--- config.mk ---
export PLATFORM = sky130hd
export DESIGN_NAME = bcd_calendar_rtc
export DESIGN_NICKNAME = d
export VERILOG_FILES = /design/src/rtl/rtc_pkg.sv /design/src/rtl/rtc_calendar_core.sv /design/src/rtl/rtc_alarm_match.sv /design/src/rtl/rtc_status_flags.sv /design/src/rtl/bcd_calendar_rtc.sv
export SDC_FILE = /design/constraint.sdc
export NUM_CORES = 1
export LEC_CHECK = 0
export BUFFER_PORTS_ARGS = -buffer_cell sky130_fd_sc_hd__buf_4
export CORE_UTILIZATION = 45
export CTS_CLUSTER_DIAMETER = 200
export CTS_CLUSTER_SIZE = 25
export DETAILED_ROUTE_END_ITERATION = 10
export PLACE_DENSITY = 0.71
export SETUP_SLACK_MARGIN = 0.05
export SYNTH_ARGS = -nofsm -noshare
export SYNTH_HDL_FRONTEND = slang
export SYNTH_HIERARCHICAL = 1
export SYNTH_SLANG_ARGS = --single-unit
--- constraint.sdc ---
create_clock -name clk -period 4.2 [get_ports clk]
set_input_delay 0.63 -clock clk [delete_from_list [all_inputs] [get_ports clk]]
set_output_delay 0.63 -clock clk [all_outputs]
set_load 0.03 [all_outputs]
--- src/rtl/rtc_pkg.sv ---
package rtc_pkg;

  localparam int OFS_SEC   = 'h00;
  localparam int OFS_WDAY  = 'h06;
  localparam int OFS_ALM   = 'h07;
  localparam int OFS_CTRL  = 'h0D;
  localparam int OFS_STAT  = 'h0E;
  localparam int OFS_IEN   = 'h0F;
  localparam int OFS_CMPLO = 'h10;
  localparam int OFS_CMPHI = 'h11;

  localparam int CTRL_RUN  = 0;
  localparam int CTRL_SNAP = 6;

  localparam int IEN_TIMER = 2;
  localparam int IEN_ALARM = 3;

  // flag bank index k corresponds to status bit k+2
  localparam int NFLAGS    = 6;
  localparam int FLG_SEC   = 0;
  localparam int FLG_MIN   = 1;
  localparam int FLG_HOUR  = 2;
  localparam int FLG_DAY   = 3;
  localparam int FLG_ALARM = 4;
  localparam int FLG_PWR   = 5;

  localparam int NFIELDS = 6;

  typedef struct packed {
    logic [7:0] sec;
    logic [7:0] min;
    logic [7:0] hour;
    logic [7:0] day;
    logic [7:0] mon;
    logic [7:0] year;
  } rtc_date_t;

  typedef struct packed {
    rtc_date_t nxt;
    logic      min_evt;
    logic      hour_evt;
    logic      day_evt;
  } rtc_step_t;

  localparam rtc_date_t DATE_RESET = '{sec: 8'h00, min: 8'h00, hour: 8'h00,
                                       day: 8'h01, mon: 8'h01, year: 8'h00};

  function automatic logic [7:0] bcd_inc(input logic [7:0] v);
    if (v[3:0] >= 4'h9) return {v[7:4] + 4'h1, 4'h0};
    return {v[7:4], v[3:0] + 4'h1};
  endfunction

  // 10 = 2 (mod 4), so year mod 4 = (2*tens + ones) mod 4
  function automatic logic leap_year(input logic [7:0] year);
    return (2'({year[4], 1'b0}) + year[1:0]) == 2'b00;
  endfunction

  function automatic logic [7:0] month_len(input logic [7:0] mon, input logic [7:0] year);
    case (mon)
      8'h02:                      return leap_year(year) ? 8'h29 : 8'h28;
      8'h04, 8'h06, 8'h09, 8'h11: return 8'h30;
      default:                    return 8'h31;
    endcase
  endfunction

  function automatic rtc_step_t rtc_step(input rtc_date_t c);
    rtc_step_t r;
    r.nxt      = c;
    r.min_evt  = 1'b0;
    r.hour_evt = 1'b0;
    r.day_evt  = 1'b0;
    if (c.sec >= 8'h59) begin
      r.nxt.sec = 8'h00;
      r.min_evt = 1'b1;
      if (c.min >= 8'h59) begin
        r.nxt.min  = 8'h00;
        r.hour_evt = 1'b1;
        if (c.hour >= 8'h23) begin
          r.nxt.hour = 8'h00;
          r.day_evt  = 1'b1;
          if (c.day >= month_len(c.mon, c.year)) begin
            r.nxt.day = 8'h01;
            if (c.mon >= 8'h12) begin
              r.nxt.mon  = 8'h01;
              r.nxt.year = (c.year >= 8'h99) ? 8'h00 : bcd_inc(c.year);
            end else begin
              r.nxt.mon = bcd_inc(c.mon);
            end
          end else begin
            r.nxt.day = bcd_inc(c.day);
          end
        end else begin
          r.nxt.hour = bcd_inc(c.hour);
        end
      end else begin
        r.nxt.min = bcd_inc(c.min);
      end
    end else begin
      r.nxt.sec = bcd_inc(c.sec);
    end
    return r;
  endfunction

endpackage

--- src/rtl/rtc_calendar_core.sv ---
module rtc_calendar_core
  import rtc_pkg::*;
#(
  parameter int WEEK_LEN = 7
) (
  input  logic                        clk,
  input  logic                        rst_n,
  input  logic                        advance,
  input  logic [NFIELDS-1:0]          fld_wr,
  input  logic                        wday_wr,
  input  logic [7:0]                  wr_val,
  output rtc_date_t                   now_q,
  output logic [$clog2(WEEK_LEN)-1:0] wday_q,
  output rtc_date_t                   upcoming,
  output logic                        evt_sec,
  output logic                        evt_min,
  output logic                        evt_hour,
  output logic                        evt_day
);

  localparam int WD_W = $clog2(WEEK_LEN);

  rtc_step_t step;

  always_comb step = rtc_step(now_q);

  assign upcoming = step.nxt;
  assign evt_sec  = advance;
  assign evt_min  = advance & step.min_evt;
  assign evt_hour = advance & step.hour_evt;
  assign evt_day  = advance & step.day_evt;

  always_ff @(posedge clk) begin
    if (!rst_n) begin
      now_q  <= DATE_RESET;
      wday_q <= '0;
    end else begin
      if (advance) begin
        now_q <= step.nxt;
        if (step.day_evt)
          wday_q <= (wday_q == WD_W'(WEEK_LEN - 1)) ? '0 : wday_q + 1'b1;
      end
      if (fld_wr[0]) now_q.sec  <= wr_val;
      if (fld_wr[1]) now_q.min  <= wr_val;
      if (fld_wr[2]) now_q.hour <= wr_val;
      if (fld_wr[3]) now_q.day  <= wr_val;
      if (fld_wr[4]) now_q.mon  <= wr_val;
      if (fld_wr[5]) now_q.year <= wr_val;
      if (wday_wr)   wday_q     <= wr_val[WD_W-1:0];
    end
  end

  a_r3_frozen_when_idle: assert property (@(posedge clk) disable iff (!rst_n)
    (!advance && fld_wr == '0 && !wday_wr) |=> ($stable(now_q) && $stable(wday_q)));

  a_r4_sec_wraps: assert property (@(posedge clk) disable iff (!rst_n)
    (advance && fld_wr == '0 && now_q.sec == 8'h59) |=> (now_q.sec == 8'h00));

  a_r6_weekday_wraps: assert property (@(posedge clk) disable iff (!rst_n)
    (advance && !wday_wr && now_q.hour == 8'h23 && now_q.min == 8'h59 &&
     now_q.sec == 8'h59 && wday_q == WD_W'(WEEK_LEN - 1)) |=> (wday_q == '0));

endmodule

--- src/rtl/rtc_alarm_match.sv ---
module rtc_alarm_match
  import rtc_pkg::*;
(
  input  logic      advance,
  input  rtc_date_t upcoming,
  input  rtc_date_t alarm,
  output logic      hit
);

  logic [NFIELDS-1:0][7:0] up_arr;
  logic [NFIELDS-1:0][7:0] al_arr;
  logic [NFIELDS-1:0]      field_eq;

  assign up_arr = upcoming;
  assign al_arr = alarm;

  for (genvar i = 0; i < NFIELDS; i++) begin : g_cmp
    assign field_eq[i] = (up_arr[i] == al_arr[i]);
  end

  assign hit = advance & (&field_eq);

endmodule

--- src/rtl/rtc_status_flags.sv ---
module rtc_status_flags #(
  parameter int               N         = 6,
  parameter logic [N-1:0]     RESET_VAL = '0
) (
  input  logic         clk,
  input  logic         rst_n,
  input  logic [N-1:0] set_i,
  input  logic [N-1:0] clr_i,
  output logic [N-1:0] flags_q
);

  for (genvar k = 0; k < N; k++) begin : g_flag
    always_ff @(posedge clk) begin
      if (!rst_n)        flags_q[k] <= RESET_VAL[k];
      else if (set_i[k]) flags_q[k] <= 1'b1;
      else if (clr_i[k]) flags_q[k] <= 1'b0;
    end

    a_r8_set_sticks: assert property (@(posedge clk) disable iff (!rst_n)
      set_i[k] |=> flags_q[k]);

    a_r10_w1c_clears: assert property (@(posedge clk) disable iff (!rst_n)
      (clr_i[k] && !set_i[k]) |=> !flags_q[k]);
  end

endmodule

--- src/rtl/bcd_calendar_rtc.sv ---
module bcd_calendar_rtc
  import rtc_pkg::*;
#(
  parameter int ADDR_W   = 5,
  parameter int WEEK_LEN = 7
) (
  input  logic              clk,
  input  logic              rst_n,
  input  logic              tick_1hz,
  input  logic [ADDR_W-1:0] bus_addr,
  input  logic              bus_wr,
  input  logic [7:0]        bus_wdata,
  output logic [7:0]        bus_rdata,
  output logic              irq
);

  localparam int WD_W = $clog2(WEEK_LEN);

  logic [7:0]              ctrl_q;
  logic [3:0]              ien_q;
  logic [7:0]              cmp_lo_q, cmp_hi_q;
  logic [NFIELDS-1:0][7:0] alarm_q;
  rtc_date_t               alarm_date;
  rtc_date_t               snap_q;
  logic [WD_W-1:0]         snap_wday_q;

  rtc_date_t               now_q, upcoming, view;
  logic [WD_W-1:0]         wday_q, view_wday;
  logic                    advance;
  logic                    evt_sec, evt_min, evt_hour, evt_day, alarm_hit;
  logic [NFIELDS-1:0]      fld_wr, alm_wr;
  logic                    wday_wr, ctrl_wr, stat_wr, ien_wr, cmplo_wr, cmphi_wr;
  logic                    snap_take;
  logic [NFLAGS-1:0]       flag_set, flag_clr, flags_q;
  logic                    periodic_sel;

  // ---------------- write decode ----------------
  for (genvar i = 0; i < NFIELDS; i++) begin : g_dec
    assign fld_wr[i] = bus_wr && (bus_addr == ADDR_W'(OFS_SEC + i));
    assign alm_wr[i] = bus_wr && (bus_addr == ADDR_W'(OFS_ALM + i));

    always_ff @(posedge clk) begin
      if (!rst_n)        alarm_q[i] <= 8'h00;
      else if (alm_wr[i]) alarm_q[i] <= bus_wdata;
    end
  end

  assign wday_wr  = bus_wr && (bus_addr == ADDR_W'(OFS_WDAY));
  assign ctrl_wr  = bus_wr && (bus_addr == ADDR_W'(OFS_CTRL));
  assign stat_wr  = bus_wr && (bus_addr == ADDR_W'(OFS_STAT));
  assign ien_wr   = bus_wr && (bus_addr == ADDR_W'(OFS_IEN));
  assign cmplo_wr = bus_wr && (bus_addr == ADDR_W'(OFS_CMPLO));
  assign cmphi_wr = bus_wr && (bus_addr == ADDR_W'(OFS_CMPHI));

  assign alarm_date = '{sec: alarm_q[0], min: alarm_q[1], hour: alarm_q[2],
                        day: alarm_q[3], mon: alarm_q[4], year: alarm_q[5]};

  // ---------------- control registers ----------------
  always_ff @(posedge clk) begin
    if (!rst_n) begin
      ctrl_q   <= 8'h00;
      ien_q    <= 4'h0;
      cmp_lo_q <= 8'h00;
      cmp_hi_q <= 8'h00;
    end else begin
      if (ctrl_wr)  ctrl_q   <= bus_wdata;
      if (ien_wr)   ien_q    <= bus_wdata[3:0];
      if (cmplo_wr) cmp_lo_q <= bus_wdata;
      if (cmphi_wr) cmp_hi_q <= bus_wdata;
    end
  end

  assign advance   = tick_1hz & ctrl_q[CTRL_RUN];
  assign snap_take = ctrl_wr & bus_wdata[CTRL_SNAP];

  // ---------------- counters ----------------
  rtc_calendar_core #(.WEEK_LEN(WEEK_LEN)) u_core (
    .clk      (clk),
    .rst_n    (rst_n),
    .advance  (advance),
    .fld_wr   (fld_wr),
    .wday_wr  (wday_wr),
    .wr_val   (bus_wdata),
    .now_q    (now_q),
    .wday_q   (wday_q),
    .upcoming (upcoming),
    .evt_sec  (evt_sec),
    .evt_min  (evt_min),
    .evt_hour (evt_hour),
    .evt_day  (evt_day)
  );

  rtc_alarm_match u_alarm (
    .advance  (advance),
    .upcoming (upcoming),
    .alarm    (alarm_date),
    .hit      (alarm_hit)
  );

  // ---------------- snapshot shadow ----------------
  always_ff @(posedge clk) begin
    if (!rst_n) begin
      snap_q      <= DATE_RESET;
      snap_wday_q <= '0;
    end else if (snap_take) begin
      snap_q      <= now_q;
      snap_wday_q <= wday_q;
    end
  end

  assign view      = ctrl_q[CTRL_SNAP] ? snap_q      : now_q;
  assign view_wday = ctrl_q[CTRL_SNAP] ? snap_wday_q : wday_q;

  // ---------------- status flags ----------------
  always_comb begin
    flag_set            = '0;
    flag_set[FLG_SEC]   = evt_sec;
    flag_set[FLG_MIN]   = evt_min;
    flag_set[FLG_HOUR]  = evt_hour;
    flag_set[FLG_DAY]   = evt_day;
    flag_set[FLG_ALARM] = alarm_hit;
    flag_clr            = stat_wr ? bus_wdata[7:2] : '0;
  end

  rtc_status_flags #(.N(NFLAGS), .RESET_VAL(NFLAGS'(1) << FLG_PWR)) u_flags (
    .clk     (clk),
    .rst_n   (rst_n),
    .set_i   (flag_set),
    .clr_i   (flag_clr),
    .flags_q (flags_q)
  );

  // ---------------- interrupt ----------------
  assign periodic_sel = flags_q[ien_q[1:0]];
  assign irq = (ien_q[IEN_TIMER] & periodic_sel) | (ien_q[IEN_ALARM] & flags_q[FLG_ALARM]);

  // ---------------- read mux ----------------
  always_comb begin
    case (bus_addr)
      ADDR_W'(OFS_SEC + 0): bus_rdata = view.sec;
      ADDR_W'(OFS_SEC + 1): bus_rdata = view.min;
      ADDR_W'(OFS_SEC + 2): bus_rdata = view.hour;
      ADDR_W'(OFS_SEC + 3): bus_rdata = view.day;
      ADDR_W'(OFS_SEC + 4): bus_rdata = view.mon;
      ADDR_W'(OFS_SEC + 5): bus_rdata = view.year;
      ADDR_W'(OFS_WDAY):    bus_rdata = 8'(view_wday);
      ADDR_W'(OFS_ALM + 0): bus_rdata = alarm_q[0];
      ADDR_W'(OFS_ALM + 1): bus_rdata = alarm_q[1];
      ADDR_W'(OFS_ALM + 2): bus_rdata = alarm_q[2];
      ADDR_W'(OFS_ALM + 3): bus_rdata = alarm_q[3];
      ADDR_W'(OFS_ALM + 4): bus_rdata = alarm_q[4];
      ADDR_W'(OFS_ALM + 5): bus_rdata = alarm_q[5];
      ADDR_W'(OFS_CTRL):    bus_rdata = ctrl_q;
      ADDR_W'(OFS_STAT):    bus_rdata = {flags_q, ctrl_q[CTRL_RUN], 1'b0};
      ADDR_W'(OFS_IEN):     bus_rdata = {4'h0, ien_q};
      ADDR_W'(OFS_CMPLO):   bus_rdata = cmp_lo_q;
      ADDR_W'(OFS_CMPHI):   bus_rdata = cmp_hi_q;
      default:              bus_rdata = 8'h00;
    endcase
  end

  // ---------------- assertions ----------------
  a_r7_shadow_holds: assert property (@(posedge clk) disable iff (!rst_n)
    !snap_take |=> ($stable(snap_q) && $stable(snap_wday_q)));

  a_r10_pwr_clears_by_write: assert property (@(posedge clk) disable iff (!rst_n)
    $fell(flags_q[FLG_PWR]) |-> $past(stat_wr && bus_wdata[7]));

  a_r9_alarm_on_tick: assert property (@(posedge clk) disable iff (!rst_n)
    $rose(flags_q[FLG_ALARM]) |-> $past(advance));

  a_r11_irq_falls_by_write: assert property (@(posedge clk) disable iff (!rst_n)
    $fell(irq) |-> $past(bus_wr));

  a_r3_run_needs_enable: assert property (@(posedge clk) disable iff (!rst_n)
    $rose(flags_q[FLG_SEC]) |-> $past(ctrl_q[CTRL_RUN]));

endmodule

==> results of run 1 <==
## timing repair
action | CTS | global route
buffers inserted | 0 | 1
gates resized for setup | 0 | 14
hold buffers | 0 | 0
endpoints found under the setup margin | 0 | 1
## critical path: stages, from the launching register on
cell       delay (ns)
dfxtp_4          0.97
mux2i_1          0.54
o21ai_0          0.13
a2111oi_0        0.69
nand4_1          0.25
buf_4            0.23
## layout make-up
| cell class | instances | area [um^2] |
|---|---|---|
| inverter | 39 | 146 |
| tap | 330 | 413 |
| clock buffer | 18 | 439 |
| multi-input combinational | 1075 | 7280 |
| clock inverter | 14 | 133 |
| antenna | 1 | 2.50 |
| fill | 2389 | 12700 |
| sequential | 184 | 3690 |
| timing repair buffer | 50 | 392 |
## Yosys cell counts, types with 6 or more instances
library cell / count / area [um^2]
nor2b_1: 45 / 282
a21oi_1: 48 / 240
clkbuf_1: 57 / 214
a21boi_1: 49 / 368
nor4_1: 14 / 87.6
o31ai_1: 6 / 45.0
and2_1: 12 / 75.1
o22ai_1: 19 / 119
nand4_1: 13 / 81.3
a21o_1: 6 / 45.0
o2bb2ai_1: 7 / 61.3
inv_1: 39 / 146
nand3_1: 55 / 275
xor2_1: 52 / 455
nand2_1: 203 / 762
buf_2: 15 / 75.1
a311oi_1: 6 / 52.6
a21boi_0: 36 / 270
o21a_1: 8 / 60.1
and3_1: 23 / 144
a31oi_1: 13 / 81.3
ha_1: 35 / 438
mux2i_1: 104 / 1040
a32o_1: 6 / 60.1
a211oi_1: 14 / 105
dfxtp_1: 184 / 3680
buf_6: 11 / 124
o211ai_1: 7 / 52.6
a31o_2: 8 / 70.1
buf_4: 6 / 45.0
nor2_1: 78 / 293
a221oi_1: 7 / 61.3
a22oi_1: 10 / 75.1
o21ai_0: 66 / 330
nand2b_1: 8 / 50.1
nor3_1: 20 / 100
nor2b_4: 6 / 82.6
## kinds of logic after synthesis
family	Yosys count
mux	111
flops	184
fa+ha+maj	35
other cells	2
buf+inv	131
xor+xnor	55
simple gates	519
compound gates	353
## worst paths after layout
check / depth (start not counted) / end / start
setup / recovery: 5 / bus_rdata[1] / ctrl_q[6]
hold / removal: 2 / snap_q[36] / snap_q[36]
hold reg to reg: 2 / snap_q[36] / snap_q[36]
setup reg to reg: 19 / u_flags/flags_q[4] / u_core/now_q[13]
## stage by stage
step	util [%]	cells	hold WS, ns	instance area [um^2]
detailed placement	47.0	1676	0.445	11800
global placement	47.0	1676	0.440	11800
CTS	49.3	1708	0.455	12400
finish	49.6	1711	0.453	12500
global route	49.6	1710	0.468	12500
floorplan	-	1390	0.435	11500
## power by group through the flow
stage | clock [mW] | sequential, mW | combinational (mW)
after floorplan | 0 | 1.81 | 0.176
after global placement | 0 | 1.81 | 0.270
after detailed placement | 0 | 1.81 | 0.270
after CTS | 1.61 | 1.77 | 0.271
after global routing | 1.69 | 1.78 | 0.295
final | 1.61 | 1.77 | 0.283
## sequential cells by signal, indices dropped and copies added (netlist names)
| signal | cells |
|---|---|
| ien_q | 4 |
| cmp_hi_q | 8 |
| u_flags/flags_q | 6 |
| cmp_lo_q | 8 |
| u_core/now_q | 48 |
| alarm_date | 48 |
| ctrl_q | 8 |
| snap_wday_q | 3 |
| snap_q | 48 |
| u_core/wday_q | 3 |
## per-layer routing
layer / share of wire [%] / vias to the layer above / track usage, %
li1: - / 4931 / -
met1: 41 / 5205 / 42.2
met4: 5.7 / 0 / 17.8
met5: 0 / - / 0
met3: 9.7 / 128 / 6.05
met2: 43 / 680 / 48.2
==> impl_metrics.ini, run 1 <==
[logic_synthesis]
synthCells = 1390
syn-cell-area_um2 = 11500
synthAdderAreaFrac_pct = 3.80
synth_mux_area_share_pct = 9.85
synth-seq-cells = 184
dominantRegCellSynth = dfxtp_1
ys_async_sr_fraction_pct = 0
synth_compound_area_share_pct = 21.6
synth_edf_count = 0
yosys_warnings = 6
synthSimpleGateAreaFrac_pct = 23.2
seq_area_frac_synth_pct = 32.0
synth_top_family_by_area = simple AND/OR/NAND/NOR gates
synth_area_per_cell_um2 = 8.29
synth_xor_area_share_pct = 4.18
synth_fp_nets = 1442
synthDistinctLibCells = 88

[cts]
clk_pin_slew_worst_paths_ns = 0.08
cts_made_buffers = 17
cts_tree = built
root_buffer = clkbuf_16
insertion_delay_ns = 0.44
clockBufferDepth = 2
cts_sinks = 184
htreeDepth = 4

[drt]
num_vias = 10944
wirelength_um = 41700
viasPerCell = 6.40
remaining_drc_errors = 0
ant_nets = 0
drt_iter0_drc = 1528
post_drt_wl_per_cell_um = 24.4
drtPass1Iterations = 10

[global_routing]
antenna_found_initial = 1
grt_pass1_vias = 10045
grt_usage_pct = 31.7
grt.overflow.total = 0
grt_pass1_wl_um = 62600
grt_max_degree = 73

[min_path]
hold_path.class = reg -> reg

[finish]
final_nets = 1419
drive_above_1_share_pct = 10.7
final_common_cell = nand2_1
synthToLayoutAreaGrowth_pct = 8.43
final_cell_mix = 201 x nand2_1, 182 x dfxtp_1, 103 x mux2i_1

[timing]
setup_viol_count_final = 0
finalCritPeriodShare_pct = 94.8
fin_crit_ns = 3.98
fin_ws_ns = 0.217
slew_headroom_pct = 24.5
slew_viol_final = 0
clock_skew_ns = 0.0123
finalSetupTns_ns = 0
finalHoldViolCount = 0
fmaxAchievable_mhz = 251
rsz0062_at_grt = no
tightest_slew_ns = 1.13

[setup_path]
start_kind = register
path_class = reg -> out
cp-end-kind = primary output
arrival_ns = 3.35
critical_path.max_fanout = 53
reg2reg_slack_ns = 0.23
cp.required_ns = 3.57

[power_and_ir_drop]
pwr-share-comb_pct = 7.7
seq_power_share_pct = 48.4
p_leak_nw = 4.80
p_int_mw = 2.65
netSwitchingFraction_pct = 27.8
power_switching_mw = 1.02
vdd_drop_max_mv = 0.215
p_per_area_nw_per_um2 = 293
power_mw = 3.67
power.clock.fraction_pct = 43.9

[floorplanning]
start_util_pct = 45.8
die_h_um = 162
fp-row-count = 58
die_w_um = 162
core_area_um2 = 25200
ios = 26
die_area_um2 = 26200

[outcome]
status = complete, no violations

[run]
maxCapViolCount = 0

[place]
port_buffers = 25
hpwl_um = 29000
gp_congestion = 1.03
pre_cts_slack_ns = 0.168
(Power assumes the default switching activity.)
==> run 2, diff against run 1 <==
Settings changed: PLACE_DENSITY 0.71 to 0.73.
Clock period 4.2 ns to 3.5 ns, I/O delays scaled along.
==> impl_metrics.ini, run 2 (same netlist as run 1, synthesis figures left out) <==
[outcome]
status = finished with violations
violations = negative setup slack

[power_and_ir_drop]
p_leak_nw = 5.17
p_per_area_nw_per_um2 = 341
power_mw = 4.49
vdd_drop_max_mv = 0.325

[global_routing]
grt_max_degree = 62
grt.overflow.total = 0
grt_pass1_vias = 10424
grt_usage_pct = 32.1
grt_pass1_wl_um = 63400
antenna_found_initial = 0

[timing]
fin_crit_ns = 3.72
rsz0062_at_grt = yes
slew_viol_final = 0
fmaxAchievable_mhz = 269
tightest_slew_ns = 0.790
fin_ws_ns = -0.220
slew_headroom_pct = 47.3
finalCritPeriodShare_pct = 106
setup_viol_count_final = 1
clock_skew_ns = 0.0110
finalHoldViolCount = 0

[setup_path]
arrival_ns = 4.10
crit_slowest_cell = or4_4
start_kind = register
cp.required_ns = 3.89
cp_num_buf_inv = 4
path_class = reg -> reg
critical_path.max_fanout = 5
path_cells = inv_4 -> ha_4 -> buf_4 -> nand3b_1 -> o32ai_2 -> nand2_1 -> nand2_1 -> o31ai_2 -> ha_1 -> nor4b_4 -> o211ai_1 -> buf_4 -> nand4_4 -> buf_6 -> or4_4 -> nand2_1 -> xor2_1 -> nor4_1 -> nand4_1 -> nor4_2 -> o21a_1
critPathTopFamily = simple AND/OR/NAND/NOR gates
cp-end-kind = register
slowest_delay_ns = 0.51
worst_path_most_repeated_cell = nand2_1
reg2reg_slack_ns = -0.22

[finish]
final_common_cell = nand2_1
drive_above_1_share_pct = 16.1
seqCellArea_um2 = 3690
final_nets = 1490
synthToLayoutAreaGrowth_pct = 14.4
antenna_cells = 0
multiInputGateArea_um2 = 7390
final_util_pct = 52.3
fillers = 2281
final_cell_mix = 202 x nand2_1, 180 x dfxtp_1, 117 x buf_4

[drt]
wirelength_um = 42600
remaining_drc_errors = 0
num_vias = 11357
post_drt_wl_per_cell_um = 23.9
viasPerCell = 6.38
drtPass1Iterations = 8
drt_iter0_drc = 1684
ant_nets = 0

[run]
maxCapViolCount = 0

[cts]
insertion_delay_ns = 0.44
cts_sinks = 184
cts_made_buffers = 17
cts_tree = built
clockBufferDepth = 2
htreeDepth = 4
hold_buffers = 0
clk_pin_slew_worst_paths_ns = 0.08
root_buffer = clkbuf_16

[floorplanning]
die_w_um = 162
start_util_pct = 45.8
core_area_um2 = 25200
die_h_um = 162
ios = 26
fp-row-count = 58
die_area_um2 = 26200

[min_path]
hold_path.class = reg -> reg

[place]
gp_congestion = 1.02
hpwl_um = 30200
port_buffers = 25
## run 2: final cells by class
type | instances | area share [%]
Inverter | 39 | 1.13
Tap cell | 330 | 3.13
Sequential cell | 184 | 28.0
Multi-Input combinational cell | 1075 | 56.1
Timing Repair Buffer | 121 | 7.14
Clock inverter | 15 | 1.23
Clock buffer | 17 | 3.23
## run 2: report_power, final
group | leakage [nW] | internal (mW) | switching (mW) | total, mW
clock | 0.281 | 1.01 | 0.966 | 1.98
combinational | 3.40 | 0.129 | 0.250 | 0.379
sequential | 1.48 | 2.11 | 0.0218 | 2.13
## run 2: final timing paths
path / to / from / depth (start not counted)
hold reg to reg: snap_wday_q[0] / snap_wday_q[0] / 2
setup reg to reg: u_flags/flags_q[4] / u_core/now_q[13] / 21
setup / recovery: u_flags/flags_q[4] / u_core/now_q[13] / 21
hold / removal: snap_wday_q[0] / snap_wday_q[0] / 2
## run 2: through the flow
step | setup TNS (ns) | hold slack [ns] | setup WS [ns] | area (um^2) | std cells
2_1_floorplan | 0 | 0.435 | 0.0742 | 11500 | 1390
3_3_place_gp | -0.120 | 0.439 | -0.120 | 12400 | 1743
3_5_place_dp | -0.275 | 0.445 | -0.275 | 12400 | 1743
4_1_cts | -0.103 | 0.455 | -0.103 | 13000 | 1780
5_1_grt | -0.329 | 0.473 | -0.329 | 13200 | 1781
6_report | -0.220 | 0.454 | -0.220 | 13200 | 1781
## run 2: worst reg2reg max path, delay by kind of cell (launching register included)
family	cells	cell delay [ns]
xor gates and xnor gates	1	0.07
buffers and inverters	4	0.55
and+or+nand+nor	10	1.70
AOI/OAI and AO/OA	4	0.56
adders and majority gates	2	0.47
DFF	1	0.33
## run 2: timing repair
action                     in CTS  in global routing
buffers inserted                5                  2
pin swaps                       3                 18
gates resized for setup         7                 33
setup endpoints to repair       1                  6
## run 2: layer usage
metal	vias to the layer above	track usage [%]	part of all wire [%]
met5	-	0	0
met1	5407	43.1	41
li1	5057	-	-
met3	164	5.13	9.8
met4	0	18.1	6.0
met2	729	48.9	43
